## config.mk

```make
export PLATFORM = sky130hd
export DESIGN_NAME = uart_irq_lsr_ctrl
export DESIGN_NICKNAME = d
export VERILOG_FILES = /design/src/rtl/uart_irq_pkg.sv /design/src/rtl/uart_lsr_tracker.sv /design/src/rtl/uart_txi_fsm.sv /design/src/rtl/uart_irq_lsr_ctrl.sv
export SDC_FILE = /design/constraint.sdc
export NUM_CORES = 1
export LEC_CHECK = 0
export ABC_AREA = 1
export CAP_MARGIN = 20
export CORE_MARGIN = 5
export CORE_UTILIZATION = 35
export CTS_CLUSTER_SIZE = 14
export DETAILED_ROUTE_END_ITERATION = 10
export GPL_TIMING_DRIVEN = 0
export PLACE_DENSITY = 0.75
export SYNTH_ARGS = -nofsm -noshare
export SYNTH_HDL_FRONTEND = slang
export SYNTH_SLANG_ARGS = --single-unit
```

## constraint.sdc

```tcl
create_clock -name clk -period 1.3 [get_ports clk]
set_input_delay 0.325 -clock clk [delete_from_list [all_inputs] [get_ports clk]]
set_output_delay 0.325 -clock clk [all_outputs]
set_load 0.005 [all_outputs]
```

## src/rtl/uart_irq_pkg.sv

```systemverilog
package uart_irq_pkg;

    typedef enum logic [1:0] {
        TXI_OFF  = 2'd0,
        TXI_WAIT = 2'd1,
        TXI_FIRE = 2'd2
    } txi_state_t;

    // Threshold in entries for a trigger code: quarter steps, last one at seven eighths
    function automatic int trig_level(input logic [1:0] sel, input int depth);
        int v;
        unique case (sel)
            2'd0:    v = depth / 4;
            2'd1:    v = depth / 2;
            2'd2:    v = (3 * depth) / 4;
            default: v = depth - depth / 8;
        endcase
        return v;
    endfunction

endpackage

```

## src/rtl/uart_lsr_tracker.sv

```systemverilog
module uart_lsr_tracker #(
    parameter int LW = 6
) (
    input  logic          clk,
    input  logic          rst_n,
    input  logic          err_early,
    input  logic [LW-1:0] rx_level,
    input  logic [2:0]    rx_head_err,
    input  logic          rx_fifo_err,
    input  logic          rx_push,
    input  logic [2:0]    rx_push_err,
    input  logic          rx_overrun,
    input  logic [LW-1:0] tx_level,
    input  logic          tx_shift_empty,
    input  logic          lsr_rd,
    output logic [7:0]    lsr
);

    localparam logic [7:0] LSR_RESET = 8'h60;

    logic [2:0] early_q;
    logic [2:0] early_d;
    logic [2:0] head_d;
    logic       ovr_d;
    logic       tx_empty;
    logic [7:0] lsr_d;

    always_comb begin
        early_d  = (lsr_rd ? 3'b000 : early_q) | (rx_push ? rx_push_err : 3'b000);
        head_d   = (rx_level != '0) ? rx_head_err : 3'b000;
        ovr_d    = rx_overrun | (lsr[1] & ~lsr_rd);
        tx_empty = (tx_level == '0);
        lsr_d    = {rx_fifo_err,
                    tx_empty & tx_shift_empty,
                    tx_empty,
                    err_early ? early_d : head_d,
                    ovr_d,
                    rx_level != '0};
    end

    always_ff @(posedge clk) begin
        if (!rst_n) begin
            early_q <= 3'b000;
            lsr     <= LSR_RESET;
        end else begin
            early_q <= early_d;
            lsr     <= lsr_d;
        end
    end

endmodule

```

## src/rtl/uart_txi_fsm.sv

```systemverilog
module uart_txi_fsm
    import uart_irq_pkg::*;
(
    input  logic clk,
    input  logic rst_n,
    input  logic ier_wr,
    input  logic ier_wbit,
    input  logic tx_low,
    output logic tx_pend
);

    txi_state_t state;
    txi_state_t state_nxt;

    always_comb begin
        state_nxt = state;
        unique case (state)
            TXI_OFF: begin
                if (ier_wr && ier_wbit)
                    state_nxt = tx_low ? TXI_FIRE : TXI_WAIT;
            end
            TXI_WAIT: begin
                if (ier_wr && !ier_wbit) state_nxt = TXI_OFF;
                else if (tx_low)         state_nxt = TXI_FIRE;
            end
            TXI_FIRE: begin
                if (ier_wr && !ier_wbit) state_nxt = TXI_OFF;
                else if (!tx_low)        state_nxt = TXI_WAIT;
            end
            default: state_nxt = TXI_OFF;
        endcase
    end

    always_ff @(posedge clk) begin
        if (!rst_n) state <= TXI_OFF;
        else        state <= state_nxt;
    end

    always_comb begin
        tx_pend = (state == TXI_FIRE);
    end

endmodule

```

## src/rtl/uart_irq_lsr_ctrl.sv

```systemverilog
module uart_irq_lsr_ctrl #(
    parameter int DEPTH = 32,
    parameter int LW    = $clog2(DEPTH + 1)
) (
    input  logic          clk,
    input  logic          rst_n,
    input  logic          fifo_en,
    input  logic [1:0]    trig_sel,
    input  logic          err_early,
    input  logic [LW-1:0] rx_level,
    input  logic [2:0]    rx_head_err,
    input  logic          rx_fifo_err,
    input  logic          rx_push,
    input  logic [2:0]    rx_push_err,
    input  logic          rx_overrun,
    input  logic [LW-1:0] tx_level,
    input  logic          tx_shift_empty,
    input  logic          ier_wr,
    input  logic [3:0]    ier_wdata,
    input  logic          lsr_rd,
    output logic [3:0]    ier_out,
    output logic [7:0]    lsr_out,
    output logic [2:0]    pend_out,
    output logic          irq
);

    localparam int SRC_N = 3;

    logic [3:0]       ier_q;
    logic [LW-1:0]    thr;
    logic             rx_hit_d;
    logic             rx_hit_q;
    logic             tx_low;
    logic             tx_pend;
    logic [SRC_N-1:0] pend;

    assign thr = LW'(uart_irq_pkg::trig_level(trig_sel, DEPTH));

    always_comb begin
        rx_hit_d = fifo_en ? (rx_level >= thr) : (rx_level != '0);
        tx_low   = fifo_en ? (tx_level <  thr) : (tx_level == '0);
    end

    always_ff @(posedge clk) begin
        if (!rst_n) begin
            ier_q    <= 4'h0;
            rx_hit_q <= 1'b0;
            irq      <= 1'b0;
        end else begin
            if (ier_wr) ier_q <= ier_wdata;
            rx_hit_q <= rx_hit_d;
            irq      <= |pend;
        end
    end

    uart_lsr_tracker #(.LW(LW)) u_lsr (
        .clk            (clk),
        .rst_n          (rst_n),
        .err_early      (err_early),
        .rx_level       (rx_level),
        .rx_head_err    (rx_head_err),
        .rx_fifo_err    (rx_fifo_err),
        .rx_push        (rx_push),
        .rx_push_err    (rx_push_err),
        .rx_overrun     (rx_overrun),
        .tx_level       (tx_level),
        .tx_shift_empty (tx_shift_empty),
        .lsr_rd         (lsr_rd),
        .lsr            (lsr_out)
    );

    uart_txi_fsm u_txi (
        .clk      (clk),
        .rst_n    (rst_n),
        .ier_wr   (ier_wr),
        .ier_wbit (ier_wdata[1]),
        .tx_low   (tx_low),
        .tx_pend  (tx_pend)
    );

    always_comb begin
        pend[0] = ier_q[0] & rx_hit_q;
        pend[1] = tx_pend;
        pend[2] = ier_q[2] & (|lsr_out[4:1]);
    end

    assign pend_out = pend;
    assign ier_out  = ier_q;

endmodule

```

==> qor.yml <==
finish:
  postLayoutCellArea_um2: 1592
  drive_above_1_share_pct: 30.05
  fillCellCount: 268
  nets: 223
  diodes: 0
  syn_to_final_growth_pct: 66.49
  finalNonFillerCells: 214
  multi_input_area_um2: 538.0
  regArea_um2: 395.4
  mostFrequentLayoutCells: "clkdlybuf4s50_1, inv_1, dlygate4sd2_1, nand2_1, nor2_1"
  final_common_cell: "clkdlybuf4s50_1"
setup_path:
  crit_path_start: "u_lsr.lsr[2]"
  critPathCaptureType: "output pin"
  worst-path-stages: 3
  crit_buf_inv: 2
  crit_arrival_ns: 1.19
  crit_required_ns: 0.98
  setup.worst_path.start_class: "flop"
  path_delay_family: "flip-flops"
  path_class: "flop to output pin"
  cp_max_fo: 2
  rr_worst_depth: 7
  path_cells: "o41ai_4 > inv_1 > buf_2"
  reg2reg_to: "u_txi.state[0]"
  worstSetupEndpoint: "pend_out[2]"
  rr_startpoint: "u_txi.state[1]"
  slowest_stage: "dfxtp_2"
  r2r_setup_slack_ns: 0.16
  slowest_delay_ns: 0.35
placement:
  placed_area_um2: 1485
  io_buffers: 49
  dpl.hpwl_mm: 2.004
  gp_congestion: 0.8086
  dpl.cell_count: 205
detailed_routing:
  postRouteAntennaNets: 0
  via_per_inst: 4.687
  routed_wl_mm: 2.530
  first_pass_iters: 4
  wl_per_cell_um: 11.82
  dr_total_vias: 1003
  drc: 0
  drt_iter0_drc: 26
clocking:
  cts.sinks: 19
  h-tree-depth: 1
  holdBufCountCts: 0
  clockBufferDepth: 2
  root_buffer: "clkbuf_4"
  clock_latency_ns: 0.29
  clkTransAtPathRegs_ns: 0.10
  numCtsBuffers: 3
  tritoncts: "built"
sta:
  max_freq_mhz: 659.6
  fin_skew_ns: 0.005547
  rsz0062_at_grt: "yes"
  worst_slack_ns: -0.2160
  post-route-min-period_ns: 1.516
  finalSetupViolations: 1
  final.period_utilization_pct: 116.6
  max_slew_margin_pct: 83.16
  fin_worst_hold_slack_ns: 0.4716
  worstMarginPinSlew_ns: 0.2517
  hold_viol: 0
  slew_viol_final: 0
synthesis:
  synthMuxAreaShare_pct: 0
  yosysWarnings: 0
  ys_types: 27
  ys_ff_latch: 19
  synth_flop_cell: "dfxtp_1"
  synth_edf_count: 0
  synth_top_family_by_area: "simple AND/OR/NAND/NOR gates"
  yosysSeqAreaShare_pct: 39.79
  synth-simple-area-share_pct: 30.76
  synthArstFlopShare_pct: 0
  synth_compound_area_share_pct: 12.70
  synthAdderAreaFrac_pct: 6.545
  netlist_area_um2: 955.9
  synth.avg_cell_area_um2: 7.647
  syn_nets: 164
  synth_xor_area_share_pct: 0
  syn-instance-count: 125
die:
  die_h_um: 62.26
  io_pins: 50
  initial_core_util_pct: 35.58
  die_area_um2: 3876
  coreArea_um2: 2686
  rows: 19
  die_x_um: 62.26
global_routing:
  track_usage_pct: 13.19
  gr-total-overflow: 0
  grt_pass1_wl_mm: 4.312
  grt_pass1_vias: 1004
  grt_max_degree: 11
  antenna_found_initial: 0
outcome:
  violations: "negative setup slack"
  status: "complete, but fails checks"
pwr:
  leakage_nw: 0.7939
  powerDensity_nw_per_um2: 909.7
  ir_drop_mv: 0.6503
hold_path:
  hold_path.class: "input pin to flop"
run:
  drv_cap: 0
-- cell families after synthesis --
| group | Yosys count |
|---|---|
| buf+inv | 25 |
| simple gates | 56 |
| flops | 19 |
| fa+ha+maj | 5 |
| compound gates | 20 |
-- Yosys cell counts, types with 3 or more instances --
master | n | area [um^2]
a21oi_1 | 4 | 20.02
nand3_1 | 4 | 20.02
nor2_1 | 17 | 63.81
dfxtp_1 | 19 | 380.4
inv_1 | 18 | 67.56
inv_2 | 5 | 18.77
o21ai_0 | 7 | 35.03
nor2_2 | 4 | 25.02
nand2_2 | 3 | 18.77
ha_1 | 5 | 62.56
nand2_1 | 19 | 71.32
-- state kept, by name, summed over array words and instances, names as in the netlist --
register	cells
u_lsr.lsr	8
ier_out	4
u_lsr.early_q	3
u_txi.state	2
irq	1
rx_hit_q	1
-- through the flow --
| stage | TNS, ns | power [mW] | setup WS, ns | utilization (%) |
|---|---|---|---|---|
| after floorplan | 0 | 0.8977 | 0.005818 | - |
| after global placement | -4.122 | 1.112 | -0.6155 | 55.29 |
| after detailed placement | -4.428 | 1.128 | -0.6706 | 55.29 |
| after CTS | -0.2264 | 1.426 | -0.2264 | 57.57 |
| after global routing | -0.3292 | 1.553 | -0.3089 | 59.25 |
| final | -0.2160 | 1.448 | -0.2160 | 59.25 |
-- power by group --
part	switching [mW]	internal [mW]	total (mW)
clock network	0.171	0.119	0.291
logic	0.226	0.254	0.480
registers	0.0370	0.640	0.677
-- layer usage --
layer	GRT usage (%)	wire length, um	up-vias	part of all wire [%]
met2	23.06	1290	38	51
met1	15.09	1031	445	41
met3	3.784	195	2	7.7
met5	0	0	-	0
met4	4.775	12	0	0.47
li1	-	-	518	-
-- worst min-delay path by stage --
stage | depth (start not counted) | from | to
floorplan | 2 | rx_fifo_err | u_lsr.lsr[7]
global placement | 2 | u_lsr.early_q[0] | u_lsr.early_q[0]
detailed placement | 2 | u_lsr.early_q[0] | u_lsr.early_q[0]
CTS | 2 | u_lsr.early_q[0] | u_lsr.early_q[0]
global route | 4 | tx_level[3] | u_lsr.lsr[5]
finish | 4 | tx_level[5] | u_lsr.lsr[5]
-- worst reg2reg max path, delay by kind of cell, from the launching register on --
kind,cells,cell delay (ns)
compound gates,2,0.19
simple gates,2,0.24
buf+inv,3,0.25
flops,1,0.36
-- timing repair --
item,CTS,global route
resized for setup,54,17
pin swaps,4,10
setup buffers,6,1
setup endpoints to repair,19,8
-- final cells by class --
type	instances	share of cell area, %
Multi-Input combinational cell	81	33.80
Tap cell	31	2.437
Sequential cell	19	24.84
Clock buffer	4	1.651
Buffer	1	0.3145
Timing Repair Buffer	55	31.53
Inverter	23	5.425
Note: power is estimated with default switching activity, not from simulation.
